<file path="config.mk">
export PLATFORM = sky130hd
export DESIGN_NAME = cwin_decoder
export DESIGN_NICKNAME = d
export VERILOG_FILES = /design/src/rtl/cwin_pkg.sv /design/src/rtl/cwin_cfg_reg.sv /design/src/rtl/cwin_match.sv /design/src/rtl/cwin_decoder.sv
export SDC_FILE = /design/constraint.sdc
export NUM_CORES = 1
export LEC_CHECK = 0
export ABC_AREA = 1
export BUFFER_PORTS_ARGS = -buffer_cell sky130_fd_sc_hd__buf_2
export CORE_UTILIZATION = 44
export CTS_BUF_LIST = sky130_fd_sc_hd__clkbuf_16
export CTS_CLUSTER_DIAMETER = 100
export DETAILED_ROUTE_END_ITERATION = 10
export GPL_ROUTABILITY_DRIVEN = 0
export PLACE_DENSITY = 0.82
export SLEW_MARGIN = 25
export SYNTH_ARGS = -nofsm -noshare
export SYNTH_HDL_FRONTEND = slang
export SYNTH_HIERARCHICAL = 1
export SYNTH_SLANG_ARGS = --single-unit
</file>
<file path="constraint.sdc">
create_clock -name clk -period 1.15 [get_ports clk]
set_input_delay 0.115 -clock clk [delete_from_list [all_inputs] [get_ports clk]]
set_output_delay 0.115 -clock clk [all_outputs]
set_load 0.01 [all_outputs]
</file>
<file path="src/rtl/cwin_pkg.sv">
package cwin_pkg;
  localparam int unsigned ADDR_W     = 32;
  localparam int unsigned IO_W       = 16;
  localparam int unsigned PAGE_W     = 12;
  localparam int unsigned LIMIT_W    = 30;
  localparam logic [15:0] CFG_PORT   = 16'hFFFC;
  localparam logic [31:0] FIXED_BASE = 32'hFFFE_F000;
  localparam logic [31:0] ARM_KEY    = 32'h8000_0000;
  localparam int unsigned NUM_WIN    = 2;
  localparam int unsigned WIN_FIXED  = 0;
  localparam int unsigned WIN_ALIAS  = 1;
endpackage

</file>
<file path="src/rtl/cwin_cfg_reg.sv">
module cwin_cfg_reg #(
  parameter int unsigned ADDR_W  = 32,
  parameter int unsigned IO_W    = 16,
  parameter int unsigned PAGE_W  = 12,
  parameter int unsigned LIMIT_W = 30,
  parameter logic [IO_W-1:0]   PORT = 16'hFFFC,
  parameter logic [ADDR_W-1:0] KEY  = 32'h8000_0000
) (
  input  logic                     clk,
  input  logic                     rst,
  input  logic                     io_wr,
  input  logic                     io_rd,
  input  logic [IO_W-1:0]          io_port,
  input  logic [ADDR_W-1:0]        io_wdata,
  output logic [ADDR_W-1:0]        io_rdata,
  output logic                     alias_en,
  output logic [ADDR_W-PAGE_W-1:0] alias_page
);
  localparam int unsigned PN_W = ADDR_W - PAGE_W;
  localparam int unsigned AP_W = LIMIT_W - PAGE_W;
  localparam logic [ADDR_W-1:0] ONES = {ADDR_W{1'b1}};
  localparam logic [ADDR_W-1:0] MASK =
    ((ONES << PAGE_W) & ~(ONES << LIMIT_W)) | (ADDR_W'(1) << (ADDR_W-1));

  logic [ADDR_W-1:0] cfg_q;
  logic              armed_q;
  logic              port_hit;
  logic              key_match;

  assign port_hit  = (io_port == PORT);
  assign key_match = (io_wdata == KEY);

  // keyed register and arming state; a write wins over a read in the same cycle
  always_ff @(posedge clk) begin
    if (rst) begin
      cfg_q   <= '0;
      armed_q <= 1'b0;
    end else if (io_wr) begin
      if (port_hit && armed_q) begin
        cfg_q   <= io_wdata & MASK;
        armed_q <= 1'b0;
      end else if (port_hit) begin
        armed_q <= key_match;
      end else begin
        armed_q <= 1'b0;
      end
    end else if (io_rd && !port_hit) begin
      armed_q <= 1'b0;
    end
  end

  always_ff @(posedge clk) begin
    if (rst)
      io_rdata <= '0;
    else if (io_rd && port_hit)
      io_rdata <= cfg_q;
    else
      io_rdata <= '0;
  end

  assign alias_en   = cfg_q[ADDR_W-1];
  assign alias_page = PN_W'(cfg_q[LIMIT_W-1:PAGE_W]);

  p_no_load_unarmed_r3: assert property (@(posedge clk) disable iff (rst)
    !(io_wr && port_hit && armed_q) |=> $stable(cfg_q));

  p_arm_only_by_key_r4: assert property (@(posedge clk) disable iff (rst)
    (!armed_q && !(io_wr && port_hit && key_match)) |=> !armed_q);

  p_load_disarms_r4: assert property (@(posedge clk) disable iff (rst)
    (io_wr && port_hit && armed_q) |=> !armed_q);

  p_foreign_disarms_r5: assert property (@(posedge clk) disable iff (rst)
    ((io_wr || io_rd) && !port_hit) |=> !armed_q);

  p_reserved_zero_r6: assert property (@(posedge clk) disable iff (rst)
    (cfg_q & ~MASK) == '0);

  p_read_keeps_key_r9: assert property (@(posedge clk) disable iff (rst)
    (io_rd && !io_wr && port_hit) |=> (armed_q == $past(armed_q)));

  logic [AP_W-1:0] unused_chk;
  assign unused_chk = '0;
endmodule

</file>
<file path="src/rtl/cwin_match.sv">
module cwin_match #(
  parameter int unsigned ADDR_W = 32,
  parameter int unsigned PAGE_W = 12
) (
  input  logic [ADDR_W-1:0]        addr,
  input  logic [ADDR_W-PAGE_W-1:0] page,
  input  logic                     en,
  output logic                     hit,
  output logic [PAGE_W-1:0]        offset
);
  always_comb begin
    hit    = en && (addr[ADDR_W-1:PAGE_W] == page);
    offset = addr[PAGE_W-1:0];
  end
endmodule

</file>
<file path="src/rtl/cwin_decoder.sv">
module cwin_decoder
  import cwin_pkg::*;
#(
  parameter int unsigned P_ADDR_W  = ADDR_W,
  parameter int unsigned P_IO_W    = IO_W,
  parameter int unsigned P_PAGE_W  = PAGE_W,
  parameter int unsigned P_LIMIT_W = LIMIT_W,
  parameter logic [P_IO_W-1:0]   P_PORT  = CFG_PORT,
  parameter logic [P_ADDR_W-1:0] P_FIXED = FIXED_BASE,
  parameter logic [P_ADDR_W-1:0] P_KEY   = ARM_KEY
) (
  input  logic                  clk,
  input  logic                  rst,
  input  logic                  io_wr,
  input  logic                  io_rd,
  input  logic [P_IO_W-1:0]     io_port,
  input  logic [P_ADDR_W-1:0]   io_wdata,
  output logic [P_ADDR_W-1:0]   io_rdata,
  input  logic [P_ADDR_W-1:0]   mem_addr,
  output logic                  hit_fixed,
  output logic                  hit_alias,
  output logic                  hit_any,
  output logic [P_PAGE_W-1:0]   offset
);
  localparam int unsigned PN_W = P_ADDR_W - P_PAGE_W;

  logic            alias_en;
  logic [PN_W-1:0] alias_page;

  logic [PN_W-1:0]     win_page [NUM_WIN];
  logic                win_en   [NUM_WIN];
  logic                win_hit  [NUM_WIN];
  logic [P_PAGE_W-1:0] win_off  [NUM_WIN];

  cwin_cfg_reg #(
    .ADDR_W(P_ADDR_W), .IO_W(P_IO_W), .PAGE_W(P_PAGE_W),
    .LIMIT_W(P_LIMIT_W), .PORT(P_PORT), .KEY(P_KEY)
  ) u_cfg (
    .clk(clk), .rst(rst), .io_wr(io_wr), .io_rd(io_rd),
    .io_port(io_port), .io_wdata(io_wdata), .io_rdata(io_rdata),
    .alias_en(alias_en), .alias_page(alias_page)
  );

  assign win_page[WIN_FIXED] = P_FIXED[P_ADDR_W-1:P_PAGE_W];
  assign win_en[WIN_FIXED]   = 1'b1;
  assign win_page[WIN_ALIAS] = alias_page;
  assign win_en[WIN_ALIAS]   = alias_en;

  for (genvar w = 0; w < NUM_WIN; w++) begin : g_win
    cwin_match #(.ADDR_W(P_ADDR_W), .PAGE_W(P_PAGE_W)) u_match (
      .addr(mem_addr), .page(win_page[w]), .en(win_en[w]),
      .hit(win_hit[w]), .offset(win_off[w])
    );
  end

  logic any_c;
  assign any_c = win_hit[WIN_FIXED] || win_hit[WIN_ALIAS];

  always_ff @(posedge clk) begin
    if (rst) begin
      hit_fixed <= 1'b0;
      hit_alias <= 1'b0;
      hit_any   <= 1'b0;
      offset    <= '0;
    end else begin
      hit_fixed <= win_hit[WIN_FIXED];
      hit_alias <= win_hit[WIN_ALIAS];
      hit_any   <= any_c;
      offset    <= win_hit[WIN_FIXED] ? win_off[WIN_FIXED] :
                   win_hit[WIN_ALIAS] ? win_off[WIN_ALIAS] : '0;
    end
  end

  p_fixed_page_r2: assert property (@(posedge clk) disable iff (rst)
    ($past(mem_addr[P_ADDR_W-1:P_PAGE_W]) == P_FIXED[P_ADDR_W-1:P_PAGE_W]) |-> hit_fixed);

  p_alias_low_r7: assert property (@(posedge clk) disable iff (rst)
    hit_alias |-> ($past(mem_addr[P_ADDR_W-1:P_LIMIT_W]) == '0));

  p_offset_r8: assert property (@(posedge clk) disable iff (rst)
    hit_any |-> (offset == $past(mem_addr[P_PAGE_W-1:0])));

  p_miss_zero_r8: assert property (@(posedge clk) disable iff (rst)
    !hit_any |-> (offset == '0 && !hit_fixed && !hit_alias));
endmodule

</file>
# Yosys cells after proc, flatten, opt, wreduce, memory -nomap -nowiden
# Index checks and enable logic that the tools add are counted.
# classes
eq_ne	4
reduce_logical	9
bitwise_logic	1
n_mux	6
# ops
op	count
32-bit == test, second input constant	1
12-bit two-way mux	2
20-bit by 18-bit == test with 1-bit output	1
20-bit == test, second input constant	1
16-bit == test, second input constant	1
1-bit logical AND	4
1-bit two-way mux	4
2-bit AND reduction	1
2-bit nonzero test	1
2-bit OR reduction	1
1-bit logical NOT	1
1-bit logical OR	1
1-bit NOT	1
# totals
wordCells	27
reg_bits	54
input_bits	84
out_inout_bits	47

# Depth between registers and ports, before layout
# Gate-level depths: netlist of run 1.
# depth
word_depth	5
mapped_depth	14
mapped_depth_nobuf	12

# Hierarchy
# Netlist of run 1, hierarchy kept.
# modules_own_cells
mod	instances	area_each_um2	seq_area_each_um2	cells_each
cwin_cfg_reg	1	1630.3	780.7	238
cwin_match	2	471.7	0.0	107
cwin_decoder	1	586.8	300.3	85

# Worst setup path before layout of run 1
# Ideal clock, no wire load.
# synth_timing
path_type	flip-flop to flip-flop
start	reg u_cfg.cfg_q[18]
end	reg offset[0]
n_path_buf	1
path_stages_with_launch	14
path_slack_ps	-120
synth_period_minus_slack_ps	1270
setup_time_ps	58
required_time_ps	1092
arrival_ps	1212
cell_sequence	dfxtp_1 inv_1 nand2_1 nand2_1 nor2_1 nand2_1 nor2_1 nand2_1 nor2_2 inv_1 nor2_2 buf_4 nand2_1 nand2_1
# synth_lines
item	line	source
from (decl)	cwin_cfg_reg.sv:25	logic [ADDR_W-1:0] cfg_q;
from (signal assigned)	cwin_cfg_reg.sv:40	cfg_q <= io_wdata & MASK;
to (signal assigned)	cwin_decoder.sv:69	offset <= win_hit[WIN_FIXED] ? win_off[WIN_FIXED] :
to (decl)	cwin_decoder.sv:23	output logic [P_PAGE_W-1:0] offset

==> impl_metrics.ini, run 1 <==
[outcome]
status = complete, but fails checks
violations = setup timing

[timing]
rsz0062_at_grt = yes
setup_ws_ns = -0.268
fmax_mhz = 705
setup_viol = 23
clock-skew-final_ns = 0.00439
period_minus_slack_ns = 1.42
hold_violations = 0
timing.final.crit_share_pct = 123
holdWs_ns = 0.0347
finalMaxSlewViolations = 0

[synth]
synth.top_cell.area_share_pct = 34.2
yosysTopAreaCell = dfxtp_1
synthesis.area_sq_um = 3160
syn_inst = 537
ys_top_cells_by_area = dfxtp_1, nand2_1, nor2_1
ys_seq_elements = 54
yosys_warnings = 6
synth.avg_cell_area_sq_um = 5.89
yosysSeqAreaShare_pct = 34.2
ys_types = 20

[floorplan]
core-area_sq_um = 6870
dieHeight_microns = 86.8
rows = 30
initial_core_util_pct = 46.0
dieArea_sq_um = 7530
boundaryPins = 131
die_x_microns = 86.8

[drt]
drt-initial-drc-count = 186
drt-pass1-iter-count = 4
wl_per_cell_microns = 10.6
via_per_inst = 4.24
detail-route-antenna-nets = 0
wl_microns = 8290
vias = 3302
drc_errors = 0

[setup_path]
critPathMaxStageDelay_ns = 0.35
crit_chain = inv_2, nand2_2, nand2_2, nor2_2, nand2_1, nor2_2, nand2_1, nor2_2, inv_2, nor2_4, buf_12, nand2_1, nand2_1
reg2reg_slack_ns = -0.27
cp.required_ns = 1.38
critPathTopFamily = simple AND/OR/NAND/NOR gates
crit_buf_inv = 3
crit_arrival_ns = 1.65
path_max_fanout = 13
worstSetupStartpointType = flop
end_kind = flop
crit_top_cell = nand2_1
cp_slowest_cell = dfxtp_2
path_class = reg2reg

[grt]
antenna_found_initial = 0
grt_max_degree = 39
grt_pass1_vias = 2926
grt_usage_pct = 19.7
grt_pass1_wl_microns = 11800
grt_overflow = 0

[cts]
cts_made_buffers = 5
cts.reportedPaths.clkPinSlew_ns = 0.07
cts.sinks = 54
clockBufferDepth = 2
cts_hold_buf = 0
htreeDepth = 2
clk_latency_ns = 0.29
cts-root-buf = clkbuf_16
cts_tree = built

[final_layout]
area_delta_synth_final_pct = 37.6
antenna-diode-count = 0
drive_gt1_share_pct = 30.9
finalNetCount = 766

[pwr]
peakVddDrop_mv = 0.726
clockPowerShare_pct = 42.2
p_leak_uw = 0.00262
p_total_uw = 4060
switchingPower_uw = 955
p_int_uw = 3110
switching_share_pct = 23.5
p_seq_share_pct = 46.0
p_comb_share_pct = 11.8
powerDensity_nw_per_um2 = 934

[place]
port_buffers = 117
hpwl_microns = 5650

[flow_run]
timing.max_cap.violations = 0

[min_path]
hp-class = in2reg
cells in the mapped netlist, drive strengths merged:
library cell / instances
nand3: 5
xor2: 4
o22ai: 4
a21oi: 2
and2: 1
nor2: 131
nand3b: 1
conb: 3
nand2: 183
dfxtp: 54
xnor2: 2
nand4: 2
inv: 96
buf: 49
stage by stage:
step                TNS (ns)  instance area, sq um  utilization (%)  setup slack (ns)  std cells
floorplan             -0.707                  3350                -           -0.0785        584
global placement       -3.85                  3810             55.4            -0.287        759
detailed placement     -4.31                  3810             55.4            -0.354        759
CTS                    -3.28                  3990             58.0            -0.263        767
global route           -6.85                  4350             63.3            -0.451        779
finish                 -3.59                  4350             63.3            -0.268        779
state kept, by name, summed over array words and instances, names as in the netlist:
signal,count
hit_alias,1
hit_any,1
hit_fixed,1
offset,12
u_cfg/armed_q,1
u_cfg/cfg_q,19
u_cfg/io_rdata,19
repair_timing:
item,in CTS,in global routing
endpoints found under the hold margin,0,0
endpoints found under the setup margin,14,32
gates cloned,0,7
pin swaps,0,27
gates resized for setup,4,63
setup buffers,0,5
kinds of logic (layout without fill, tap and decap cells):
family,count (synthesis),in the layout,share of synthesized area [%]
AND/OR/NAND/NOR,323,323,39.7
buffers and inverters,145,244,22.9
AO/OA/AOI/OAI,6,6,1.11
other,3,50,0.356
flip-flops,54,54,34.2
XOR/XNOR,6,6,1.66
power groups by stage:
stage	logic, uW	clock network [uW]	registers (uW)
6_report	479	1720	1870
5_1_grt	546	1810	1870
4_1_cts	440	1740	1870
3_5_place_dp	437	0	1910
3_3_place_gp	426	0	1910
2_1_floorplan	312	0	1910
placed cells by master, fill, tap and decap left out, drive strengths merged:
cell and instances:
nor2 131, inv 97, and2 1, nand3b 1, clkbuf 9, clkinv 1, dfxtp 54, nand3 5
nand4 2, a21oi 2, buf 136, conb 50, xnor2 2, xor2 4, nand2 183, o22ai 4
bufinv 1
layout make-up:
cell class / count / area (sq um)
well taps: 96 / 120
clock buffers: 5 / 125
inverters: 96 / 360
repair buffers: 140 / 917
fillers: 613 / 2520
clock inverters: 3 / 43.8
multi-input cells: 385 / 1690
flip-flops and latches: 54 / 1090
per-layer routing:
layer / routed length, microns / global-route usage [%]
met1: 3120 / 20.8
met2: 4350 / 38.7
met3: 664 / 5.33
met4: 149 / 4.39
met5: 0 / 0
path summary, 6_finish.rpt:
kind,startpoint,to,depth (start not counted)
setup reg to reg,u_cfg/cfg_q[19],offset[6],13
setup / recovery,u_cfg/cfg_q[19],offset[6],13
hold reg to reg,u_cfg/cfg_q[29],u_cfg/io_rdata[29],2
hold / removal,mem_addr[1],offset[1],3
worst register-to-register path, stage by stage, from the launching register on:
cell,delay [ns]
dfxtp_2,0.35
inv_2,0.04
nand2_2,0.05
nand2_2,0.06
nor2_2,0.10
nand2_1,0.06
nor2_2,0.14
nand2_1,0.08
nor2_2,0.10
inv_2,0.06
nor2_4,0.10
buf_12,0.13
nand2_1,0.05
nand2_1,0.05
Power figures use the tool's default switching activity.
==> run 2: changes to the inputs <==
--- a/config.mk
+++ b/config.mk
@@ -7,14 +7,13 @@
 export LEC_CHECK = 0
 export ABC_AREA = 1
 export BUFFER_PORTS_ARGS = -buffer_cell sky130_fd_sc_hd__buf_2
-export CORE_UTILIZATION = 44
+export CORE_UTILIZATION = 45
 export CTS_BUF_LIST = sky130_fd_sc_hd__clkbuf_16
 export CTS_CLUSTER_DIAMETER = 100
 export DETAILED_ROUTE_END_ITERATION = 10
 export GPL_ROUTABILITY_DRIVEN = 0
-export PLACE_DENSITY = 0.82
+export PLACE_DENSITY = 0.86
 export SLEW_MARGIN = 25
 export SYNTH_ARGS = -nofsm -noshare
 export SYNTH_HDL_FRONTEND = slang
-export SYNTH_HIERARCHICAL = 1
 export SYNTH_SLANG_ARGS = --single-unit
==> constraint.sdc (replaced) <==
create_clock -name clk -period 1.7 [get_ports clk]
set_input_delay 0.17 -clock clk [delete_from_list [all_inputs] [get_ports clk]]
set_output_delay 0.17 -clock clk [all_outputs]
set_load 0.01 [all_outputs]
==> run 2 against run 1 <==
Compared with the run above: the flow now finishes without violations; via count down 29%; clock skew down 0.0017 ns; sequential cell count unchanged; combinational power down 57%; hold slack better by 0.021 ns; design area down 29%; fmax up 4.8%; wire length down 33%; utilization down 2.1 points; first-iteration DRC count down 35%; largest power group unchanged.
==> impl_metrics.ini, run 2 <==
[setup_path]
crit_arrival_ns = 1.52
path_max_fanout = 13
worstSetupStartpointType = flop
cp.required_ns = 1.87
path_class = reg2reg
end_kind = flop

[timing]
finalMaxSlewViolations = 0
timing.final.crit_share_pct = 79.6
tns_ns = 0
setup_ws_ns = 0.346
hold_violations = 0
fmax_mhz = 739
setup_viol = 0
rsz0062_at_grt = no
clock-skew-final_ns = 0.00274
period_minus_slack_ns = 1.35

[grt]
antenna_found_initial = 0
grt_pass1_vias = 2071
grt_pass1_wl_microns = 8600
grt_max_degree = 38
grt_overflow = 0
grt_usage_pct = 20.5

[synth]
synth_edf_count = 0
yosys_warnings = 0
ys_types = 21
yosysMostFrequentCell = nor2_1
ys_top_cells_by_area = dfxtp_1, nor2_1, nand2_1
synth.avg_cell_area_sq_um = 6.83
async_reset_ff_share_pct = 0
yosys_most_used_dff = dfxtp_1
synth.top_cell.area_share_pct = 45.6
yosysSeqAreaShare_pct = 45.6
synthTopCellsByCount = nor2_1, nand2_1, dfxtp_1, inv_1, buf_4
synthesis.area_sq_um = 2370
syn_inst = 347
yosysTopAreaCell = dfxtp_1
ys_seq_elements = 54

[final_layout]
final_cell_mix = buf_2, nor2_1, nand2_1
area_delta_synth_final_pct = 31.0
final_common_cell = buf_2
drive_gt1_share_pct = 29.0
fin_cells = 535
finalNetCount = 548
largestRegisters = u_cfg.cfg_q (19), u_cfg.io_rdata (19), offset (12)
antenna-diode-count = 0
postLayoutCellArea_sq_um = 3110

[drt]
detail-route-antenna-nets = 0
drc_errors = 0
vias = 2338
drt-pass1-iter-count = 6
wl_per_cell_microns = 10.4
via_per_inst = 4.37
wl_microns = 5580
drt-initial-drc-count = 121

[place]
hpwl_microns = 4350
place_ws_ns = 0.130
place_area_sq_um = 2950
port_buffers = 117
dp_cells = 527

[floorplan]
die_x_microns = 74.6
rows = 26
core-area_sq_um = 5070
initial_core_util_pct = 46.7
boundaryPins = 131
dieArea_sq_um = 5560
dieHeight_microns = 74.6

[cts]
post_cts.repair.setup_buffers = 0
cts_hold_buf = 0
cts_tree = built
htreeDepth = 2
clockBufferDepth = 2
cts.repair.resized = 0
cts.sinks = 54
cts.reportedPaths.clkPinSlew_ns = 0.07
cts-root-buf = clkbuf_16
cts_made_buffers = 5
clk_latency_ns = 0.29

[pwr]
powerDensity_nw_per_um2 = 800
p_total_uw = 2480
peakVddDrop_mv = 0.390
p_leak_uw = 0.00173

[flow_run]
timing.max_cap.violations = 0

[outcome]
status = finished clean

[min_path]
hp-class = in2reg
## run 2: worst max-delay path, cell delays in order (launching register included)
cell and delay [ns]:
dfxtp_1 0.33, inv_1 0.07, nand2_1 0.06, nand2_1 0.06
nand2_1 0.06, nor2_1 0.04, nand3_1 0.11, nor2_2 0.06
nor2_2 0.35, nor2_1 0.09
## run 2: stage by stage
step           hold WS (ns)  util, %
3_3_place_gp          0.356     58.2
3_5_place_dp          0.358     58.2
5_1_grt              0.0620     61.2
2_1_floorplan         0.239        -
4_1_cts              0.0514     61.1
6_report             0.0552     61.2
## run 2: logic make-up (layout without fill, tap and decap cells)
| kind of cell | after synthesis | in the layout | share of synthesized area (%) |
|---|---|---|---|
| buf+inv | 71 | 177 | 14.1 |
| flops | 54 | 54 | 45.6 |
| simple gates | 209 | 209 | 35.9 |
| other cells | 1 | 13 | 0.158 |
| compound gates | 2 | 2 | 0.581 |
| xor+xnor | 10 | 10 | 3.70 |
## run 2: layer usage
layer / global-route usage (%) / routed length, microns / vias to the layer above / part of all wire, %
li1: - / - / 1220 / -
met1: 20.7 / 2220 / 995 / 40
met2: 39.2 / 2870 / 110 / 51
met3: 4.74 / 366 / 13 / 6.6
met4: 9.43 / 130 / 0 / 2.3
met5: 0 / 0 / - / 0
## run 2: power by group
group          switching (uW)  internal (uW)  total (uW)
Sequential          0.0000467           1260        1260
Combinational             108           97.5         205
Clock                     461            554        1010
Total                     569           1920        2480
## run 2: final cells by class
class | count | area (sq um)
fill | 473 | 1970
clock buffer | 5 | 125
multi-input combinational | 234 | 1000
tap | 70 | 87.6
timing repair buffer | 118 | 593
clock inverter | 3 | 25.0
inverter | 51 | 191
sequential | 54 | 1080
## run 2: worst paths after layout
path	startpoint	depth (start not counted)	slack (ns)	end
max	u_cfg.cfg_q[24]	9	0.35	offset[10]
min	rst	2	0.06	u_cfg.armed_q
max reg2reg	u_cfg.cfg_q[24]	9	0.35	offset[10]
min reg2reg	u_cfg.cfg_q[31]	2	0.46	u_cfg.io_rdata[31]
